File: src/rtl/vtime_pkg.sv
package vtime_pkg;
  typedef enum logic {
    HALF_LO = 1'b0,
    HALF_HI = 1'b1
  } half_e;

  typedef struct packed {
    logic  virt;
    half_e half;
  } rd_req_t;
endpackage

File: src/rtl/vtime_offset_regs.sv
module vtime_offset_regs
  import vtime_pkg::*;
#(
  parameter int CNT_W  = 64,
  parameter int WORD_W = 32
) (
  input  logic              clk,
  input  logic              rst_n,
  input  logic              wr_en,
  input  half_e             wr_half,
  input  logic [WORD_W-1:0] wr_data,
  output logic [CNT_W-1:0]  offset
);
  localparam int HI_W = CNT_W - WORD_W;

  generate
    if (HI_W > 0) begin : g_split
      logic [WORD_W-1:0] lo_q, lo_d;
      logic [HI_W-1:0]   hi_q, hi_d;
      logic              lo_en, hi_en;

      always_comb begin
        lo_en = wr_en && (wr_half == HALF_LO);
        hi_en = wr_en && (wr_half == HALF_HI);
        lo_d  = wr_data;
        hi_d  = wr_data[HI_W-1:0];
      end

      always_ff @(posedge clk or negedge rst_n) begin
        if (!rst_n) begin
          lo_q <= '0;
          hi_q <= '0;
        end else begin
          if (lo_en) lo_q <= lo_d;
          if (hi_en) hi_q <= hi_d;
        end
      end

      assign offset = {hi_q, lo_q};

      assert_hi_write_keeps_lo_R9: assert property (@(posedge clk) disable iff (!rst_n)
        (wr_en && wr_half == HALF_HI) |=> $stable(lo_q));
      assert_lo_write_keeps_hi_R9: assert property (@(posedge clk) disable iff (!rst_n)
        (wr_en && wr_half == HALF_LO) |=> $stable(hi_q));
      assert_lo_write_lands_R7: assert property (@(posedge clk) disable iff (!rst_n)
        (wr_en && wr_half == HALF_LO) |=> (lo_q == $past(wr_data)));
    end else begin : g_whole
      logic [CNT_W-1:0] off_q, off_d;
      logic             off_en;

      always_comb begin
        off_en = wr_en && (wr_half == HALF_LO);
        off_d  = wr_data[CNT_W-1:0];
      end

      always_ff @(posedge clk or negedge rst_n) begin
        if (!rst_n) off_q <= '0;
        else if (off_en) off_q <= off_d;
      end

      assign offset = off_q;
    end
  endgenerate

  assert_idle_holds_offset_R7: assert property (@(posedge clk) disable iff (!rst_n)
    !wr_en |=> $stable(offset));
endmodule

File: src/rtl/vtime_adder.sv
module vtime_adder #(
  parameter int CNT_W = 64
) (
  input  logic             virt,
  input  logic [CNT_W-1:0] time_val,
  input  logic [CNT_W-1:0] offset,
  output logic [CNT_W-1:0] adjusted
);
  logic [CNT_W-1:0] sum;

  always_comb begin
    sum      = time_val + offset;
    adjusted = virt ? sum : time_val;
  end
endmodule

File: src/rtl/vtime_read_port.sv
module vtime_read_port
  import vtime_pkg::*;
#(
  parameter int CNT_W  = 64,
  parameter int WORD_W = 32
) (
  input  logic              clk,
  input  logic              rst_n,
  input  logic              rd_en,
  input  half_e             rd_half,
  input  logic [CNT_W-1:0]  value,
  output logic              rd_valid,
  output logic [WORD_W-1:0] rd_data
);
  localparam int HI_W = CNT_W - WORD_W;

  logic [WORD_W-1:0] word_sel;
  logic [WORD_W-1:0] data_d;
  logic              valid_d;

  generate
    if (HI_W > 0) begin : g_two_words
      always_comb begin
        word_sel = '0;
        if (rd_half == HALF_HI) word_sel[HI_W-1:0] = value[CNT_W-1:WORD_W];
        else                    word_sel = value[WORD_W-1:0];
      end
    end else begin : g_one_word
      always_comb begin
        word_sel = '0;
        if (rd_half == HALF_LO) word_sel = value[WORD_W-1:0];
      end
    end
  endgenerate

  always_comb begin
    valid_d = rd_en;
    data_d  = rd_en ? word_sel : rd_data;
  end

  always_ff @(posedge clk or negedge rst_n) begin
    if (!rst_n) begin
      rd_valid <= 1'b0;
      rd_data  <= '0;
    end else begin
      rd_valid <= valid_d;
      rd_data  <= data_d;
    end
  end

  assert_valid_after_req_R8: assert property (@(posedge clk) disable iff (!rst_n)
    rd_en |=> rd_valid);
  assert_no_spurious_valid_R8: assert property (@(posedge clk) disable iff (!rst_n)
    !rd_en |=> !rd_valid);
  assert_data_held_R8: assert property (@(posedge clk) disable iff (!rst_n)
    !rd_en |=> $stable(rd_data));
endmodule

File: src/rtl/vtime_reader.sv
module vtime_reader
  import vtime_pkg::*;
#(
  parameter int CNT_W  = 64,
  parameter int WORD_W = 32
) (
  input  logic              clk,
  input  logic              rst_n,
  input  logic [CNT_W-1:0]  time_in,
  input  logic              virt_mode,
  input  logic              rd_en,
  input  logic              rd_hi,
  input  logic              wr_en,
  input  logic              wr_hi,
  input  logic [WORD_W-1:0] wr_data,
  output logic              rd_valid,
  output logic [WORD_W-1:0] rd_data
);
  logic [1:0]       rst_pipe;
  logic             rst_sync_n;
  logic [CNT_W-1:0] offset;
  logic [CNT_W-1:0] adjusted;
  rd_req_t          req;
  half_e            wr_half;

  always_ff @(posedge clk or negedge rst_n) begin
    if (!rst_n) rst_pipe <= 2'b00;
    else        rst_pipe <= {rst_pipe[0], 1'b1};
  end
  assign rst_sync_n = rst_pipe[1];

  always_comb begin
    req.virt = virt_mode;
    req.half = rd_hi ? HALF_HI : HALF_LO;
    wr_half  = wr_hi ? HALF_HI : HALF_LO;
  end

  vtime_offset_regs #(.CNT_W(CNT_W), .WORD_W(WORD_W)) u_offset (
    .clk     (clk),
    .rst_n   (rst_sync_n),
    .wr_en   (wr_en),
    .wr_half (wr_half),
    .wr_data (wr_data),
    .offset  (offset)
  );

  vtime_adder #(.CNT_W(CNT_W)) u_adder (
    .virt     (req.virt),
    .time_val (time_in),
    .offset   (offset),
    .adjusted (adjusted)
  );

  vtime_read_port #(.CNT_W(CNT_W), .WORD_W(WORD_W)) u_read (
    .clk      (clk),
    .rst_n    (rst_sync_n),
    .rd_en    (rd_en),
    .rd_half  (req.half),
    .value    (adjusted),
    .rd_valid (rd_valid),
    .rd_data  (rd_data)
  );

  assert_raw_low_word_R2: assert property (@(posedge clk) disable iff (!rst_sync_n)
    (rd_en && !virt_mode && !rd_hi) |=> (rd_data == $past(time_in[WORD_W-1:0])));
  assert_guest_low_word_R4: assert property (@(posedge clk) disable iff (!rst_sync_n)
    (rd_en && virt_mode && !rd_hi) |=>
      (rd_data == $past(time_in[WORD_W-1:0] + offset[WORD_W-1:0])));
  assert_reset_valid_low_R1: assert property (@(posedge clk)
    !rst_sync_n |=> (!rd_valid || rst_sync_n));
endmodule

File: config.mk
export PLATFORM = sky130hd
export DESIGN_NAME = vtime_reader
export DESIGN_NICKNAME = d
export VERILOG_FILES = /design/src/rtl/vtime_pkg.sv /design/src/rtl/vtime_offset_regs.sv /design/src/rtl/vtime_adder.sv /design/src/rtl/vtime_read_port.sv /design/src/rtl/vtime_reader.sv
export SDC_FILE = /design/constraint.sdc
export NUM_CORES = 1
export LEC_CHECK = 0
export BUFFER_PORTS_ARGS = -buffer_cell sky130_fd_sc_hd__clkbuf_2
export CORE_MARGIN = 5
export CORE_UTILIZATION = 63
export CTS_BUF_LIST = sky130_fd_sc_hd__clkbuf_4
export CTS_CLUSTER_DIAMETER = 100
export DETAILED_ROUTE_END_ITERATION = 10
export PLACE_DENSITY = 0.89
export RECOVER_POWER = 100
export SLEW_MARGIN = 15
export SYNTH_ARGS = -nofsm -noshare
export SYNTH_HDL_FRONTEND = slang
export SYNTH_SLANG_ARGS = --single-unit
File: constraint.sdc
create_clock -name clk -period 5.4 [get_ports clk]
set_clock_uncertainty 0.05 [all_clocks]
set_input_delay 0.81 -clock clk [delete_from_list [all_inputs] [get_ports clk]]
set_output_delay 0.81 -clock clk [all_outputs]
set_load 0.03 [all_outputs]
==> results.yml <==
status:
  outcome: "complete, but fails checks"
  violations: "max-capacitance violations, max-slew violations"
finish:
  drive_gt1_share_pct: 22.0
  area_growth_pct: 9.01
  nNetsFinal: 1163
  fin_cells: 1174
  post-route-cell-area_mm2: 0.00897
placed_design:
  port_buffers: 135
  postPlaceCellArea_mm2: 0.00897
  dp.cells: 1156
  place.gp.congestion: 0.977
  dp_hpwl_mm: 20.7
  place_ws_ns: 1.05
power:
  p_sw_mw: 1.29
  p_leak_nw: 4.00
  seq_power_share_pct: 33.8
  powerDensity_mw_per_mm2: 319
  clkPwrFrac_pct: 13.4
  total_power_mw: 2.86
  intPower_mw: 1.57
  peakVddDrop_mv: 0.200
  swShare_pct: 45.1
  comb_power_share_pct: 52.8
worst_setup_path:
  crit_path_end_kind: "register"
  cp_data_required_time_ns: 5.81
  crit_path_start_kind: "register"
  path_max_fanout: 4
  worstPathArrival_ns: 4.80
  worstSetupPathType: "reg2reg"
synth:
  syn_area_mm2: 0.00823
  synth_area_leaders: "dfrtp_1 (30%), mux2_2 (11%), ha_1 (9.6%)"
  synth_edf_count: 0
  synth_area_leader_cell: "dfrtp_1"
  synth_seq_cells: 99
  yosys_warnings: 0
  netlist_instances: 894
  mappedNetlistNets: 1061
  synth_top_area_share_pct: 30.1
  synth_ff_type: "dfrtp_1"
  ys_types: 68
  async_reset_ff_share_pct: 100
  yosysSeqAreaShare_pct: 30.1
  avgSynthCellArea_um2: 9.21
clock_tree:
  cts.clk_slew.worst_paths_ns: 0.17
  worstSkewPairLatency_ns: 0.51
  post_cts_buffers: 0
  cts-root-buf: "clkbuf_4"
  clockBufferDepth: 2
  cts_tree: "done"
  cts_max_level: 3
  cts_buffers: 9
  cts_sinks: 99
route:
  firstDrtPassIters: 5
  dr.first_iter.drc_count: 805
  vias_per_cell: 6.68
  ant_nets: 0
  wl_per_cell_um: 22.2
  drc_errors: 0
  via_count: 7846
  wl_mm: 26.1
timing:
  fmax_mhz: 228
  finalSetupViolCount: 0
  relSlewSlack_pct: -130
  min_period_ns: 4.39
  drv_slew: 114
  fin_crit_sh_pct: 81.3
  setup_ws_ns: 1.01
  worst_pin_slew_ns: 3.45
  final_hold_viol_count: 0
  grt_setup_unrepaired: "false"
  fin_tns_setup_ns: 0
global_routing:
  met1_usage_pct: 44.4
  grt_max_degree: 52
  grt_usage_pct: 33.1
  grt.busiest_layer: "met2"
  grt_pass1_wl_mm: 41.6
  use_met3_pct: 7.98
  global_route.usage.met2_pct: 51.8
  overflow: 0
  antenna_found_initial: 1
  grt_pass1_vias: 7792
floorplanning:
  chipWidth_um: 124
  start_util_pct: 64.7
  rows: 41
  core-area_mm2: 0.0127
  die_h_um: 124
  io_pins: 136
  die_area_mm2: 0.0155
worst_hold_path:
  hp-class: "reg2reg"
run:
  maxCapViolations: 3
-- layer usage --
layer  wire, µm  share of wire (%)
met5          0                  0
met4        918                3.5
met3       2290                8.8
met2      12000                 46
met1      10900                 42
-- cells in the final DEF (no fill, tap or decap), drive strengths merged, types with 11 or more instances in the layout --
master | synthesis | final
o21bai | 14 | 14
nor2 | 61 | 61
ha | 63 | 63
a21oi | 110 | 110
o21ai | 55 | 55
nand2 | 71 | 71
inv | 12 | 14
nor3 | 11 | 11
xor2 | 19 | 19
nand4 | 18 | 18
dfrtp | 99 | 99
mux2 | 82 | 82
nand3 | 11 | 11
xnor2 | 40 | 40
a21o | 40 | 40
clkbuf | 39 | 147
mux2i | 15 | 15
-- through the flow --
stage	util, %	hold slack [ns]
global placement	70.5	0.286
floorplan	-	0.281
global route	70.5	0.344
detailed placement	70.5	0.293
finish	70.5	0.324
CTS	71.5	0.328
-- synth_stat cells, drive strengths merged, types with 3 or more instances --
| library cell | instances |
|---|---|
| a21oi | 110 |
| dfrtp | 99 |
| mux2 | 82 |
| nand2 | 71 |
| ha | 63 |
| nor2 | 61 |
| o21ai | 55 |
| a21o | 40 |
| xnor2 | 40 |
| clkbuf | 39 |
| xor2 | 19 |
| nand4 | 18 |
| mux2i | 15 |
| o21bai | 14 |
| inv | 12 |
| buf | 11 |
| nand3 | 11 |
| nor3 | 11 |
| mux4 | 10 |
| nand2b | 9 |
| o22ai | 8 |
| o31ai | 8 |
| a221oi | 7 |
| and3 | 7 |
| o21a | 7 |
| o221ai | 7 |
| a31oi | 6 |
| nor2b | 6 |
| a211oi | 5 |
| a221o | 3 |
| and2 | 3 |
| o211ai | 3 |
| o2bb2ai | 3 |
| o41a | 3 |
-- state kept, by name, summed over array words and instances (netlist names) --
| name | flops |
|---|---|
| u_offset.g_split.hi_q | 32 |
| u_read.rd_valid | 1 |
| rst_pipe | 2 |
| u_offset.g_split.lo_q | 32 |
| u_read.rd_data | 32 |
-- final cells by class --
| class | count | area [µm²] |
|---|---|---|
| Antenna cell | 1 | 2.50 |
| Clock buffer | 11 | 82.6 |
| Clock inverter | 5 | 38.8 |
| Fill cell | 1061 | 3750 |
| Inverter | 12 | 45.0 |
| Multi-Input combinational cell | 733 | 5440 |
| Sequential cell | 99 | 2480 |
| Tap cell | 172 | 215 |
| Timing Repair Buffer | 141 | 674 |
-- kinds of logic after synthesis --
group | share of synthesized area (%)
AO/OA/AOI/OAI | 23.3
adder cells (fa/ha/maj) | 9.82
AND/OR/NAND/NOR | 11.7
other | 0.0456
flip-flops | 30.1
XOR/XNOR | 6.28
buffers and inverters | 2.96
multiplexers | 15.8
-- what timing repair did --
action / 4_1_cts / 5_1_grt
hold endpoints to repair: 2 / 0
hold buffers: 1 / 0
gates resized for setup: 0 / 0
-- final timing paths --
check | from | to | slack (ns) | cells after the start
setup / recovery | u_offset.g_split.lo_q[2] | u_read.rd_data[27] | 1.01 | 12
hold / removal | rst_pipe[0] | rst_pipe[1] | 0.32 | 0
setup reg to reg | u_offset.g_split.lo_q[2] | u_read.rd_data[27] | 1.01 | 12
hold reg to reg | rst_pipe[0] | rst_pipe[1] | 0.32 | 0
max in group asynchronous | rst_pipe[1] | u_offset.g_split.lo_q[31] | 2.99 | 1
min in group asynchronous | rst_n | rst_pipe[0] | 0.55 | 2
-- power groups by stage --
stage / Sequential (mW) / Clock [mW] / Combinational (mW)
global route: 0.981 / 0.414 / 1.63
finish: 0.967 / 0.383 / 1.51
detailed placement: 0.979 / 0 / 1.51
CTS: 0.966 / 0.385 / 1.52
global placement: 0.972 / 0 / 1.49
floorplan: 1.07 / 0 / 0.992
-- critical path: stages, from the launching register on --
cell	delay, ns
dfrtp_1	0.42
ha_1	0.38
o211ai_1	0.13
o21bai_1	0.32
o2111ai_1	0.19
o21ai_0	0.46
a41oi_1	0.34
o41a_2	0.61
o31ai_1	0.76
o21ai_0	0.24
xor2_1	0.19
a21oi_1	0.15
o22a_1	0.13
No activity file was read; power rests on OpenSTA's default activity.
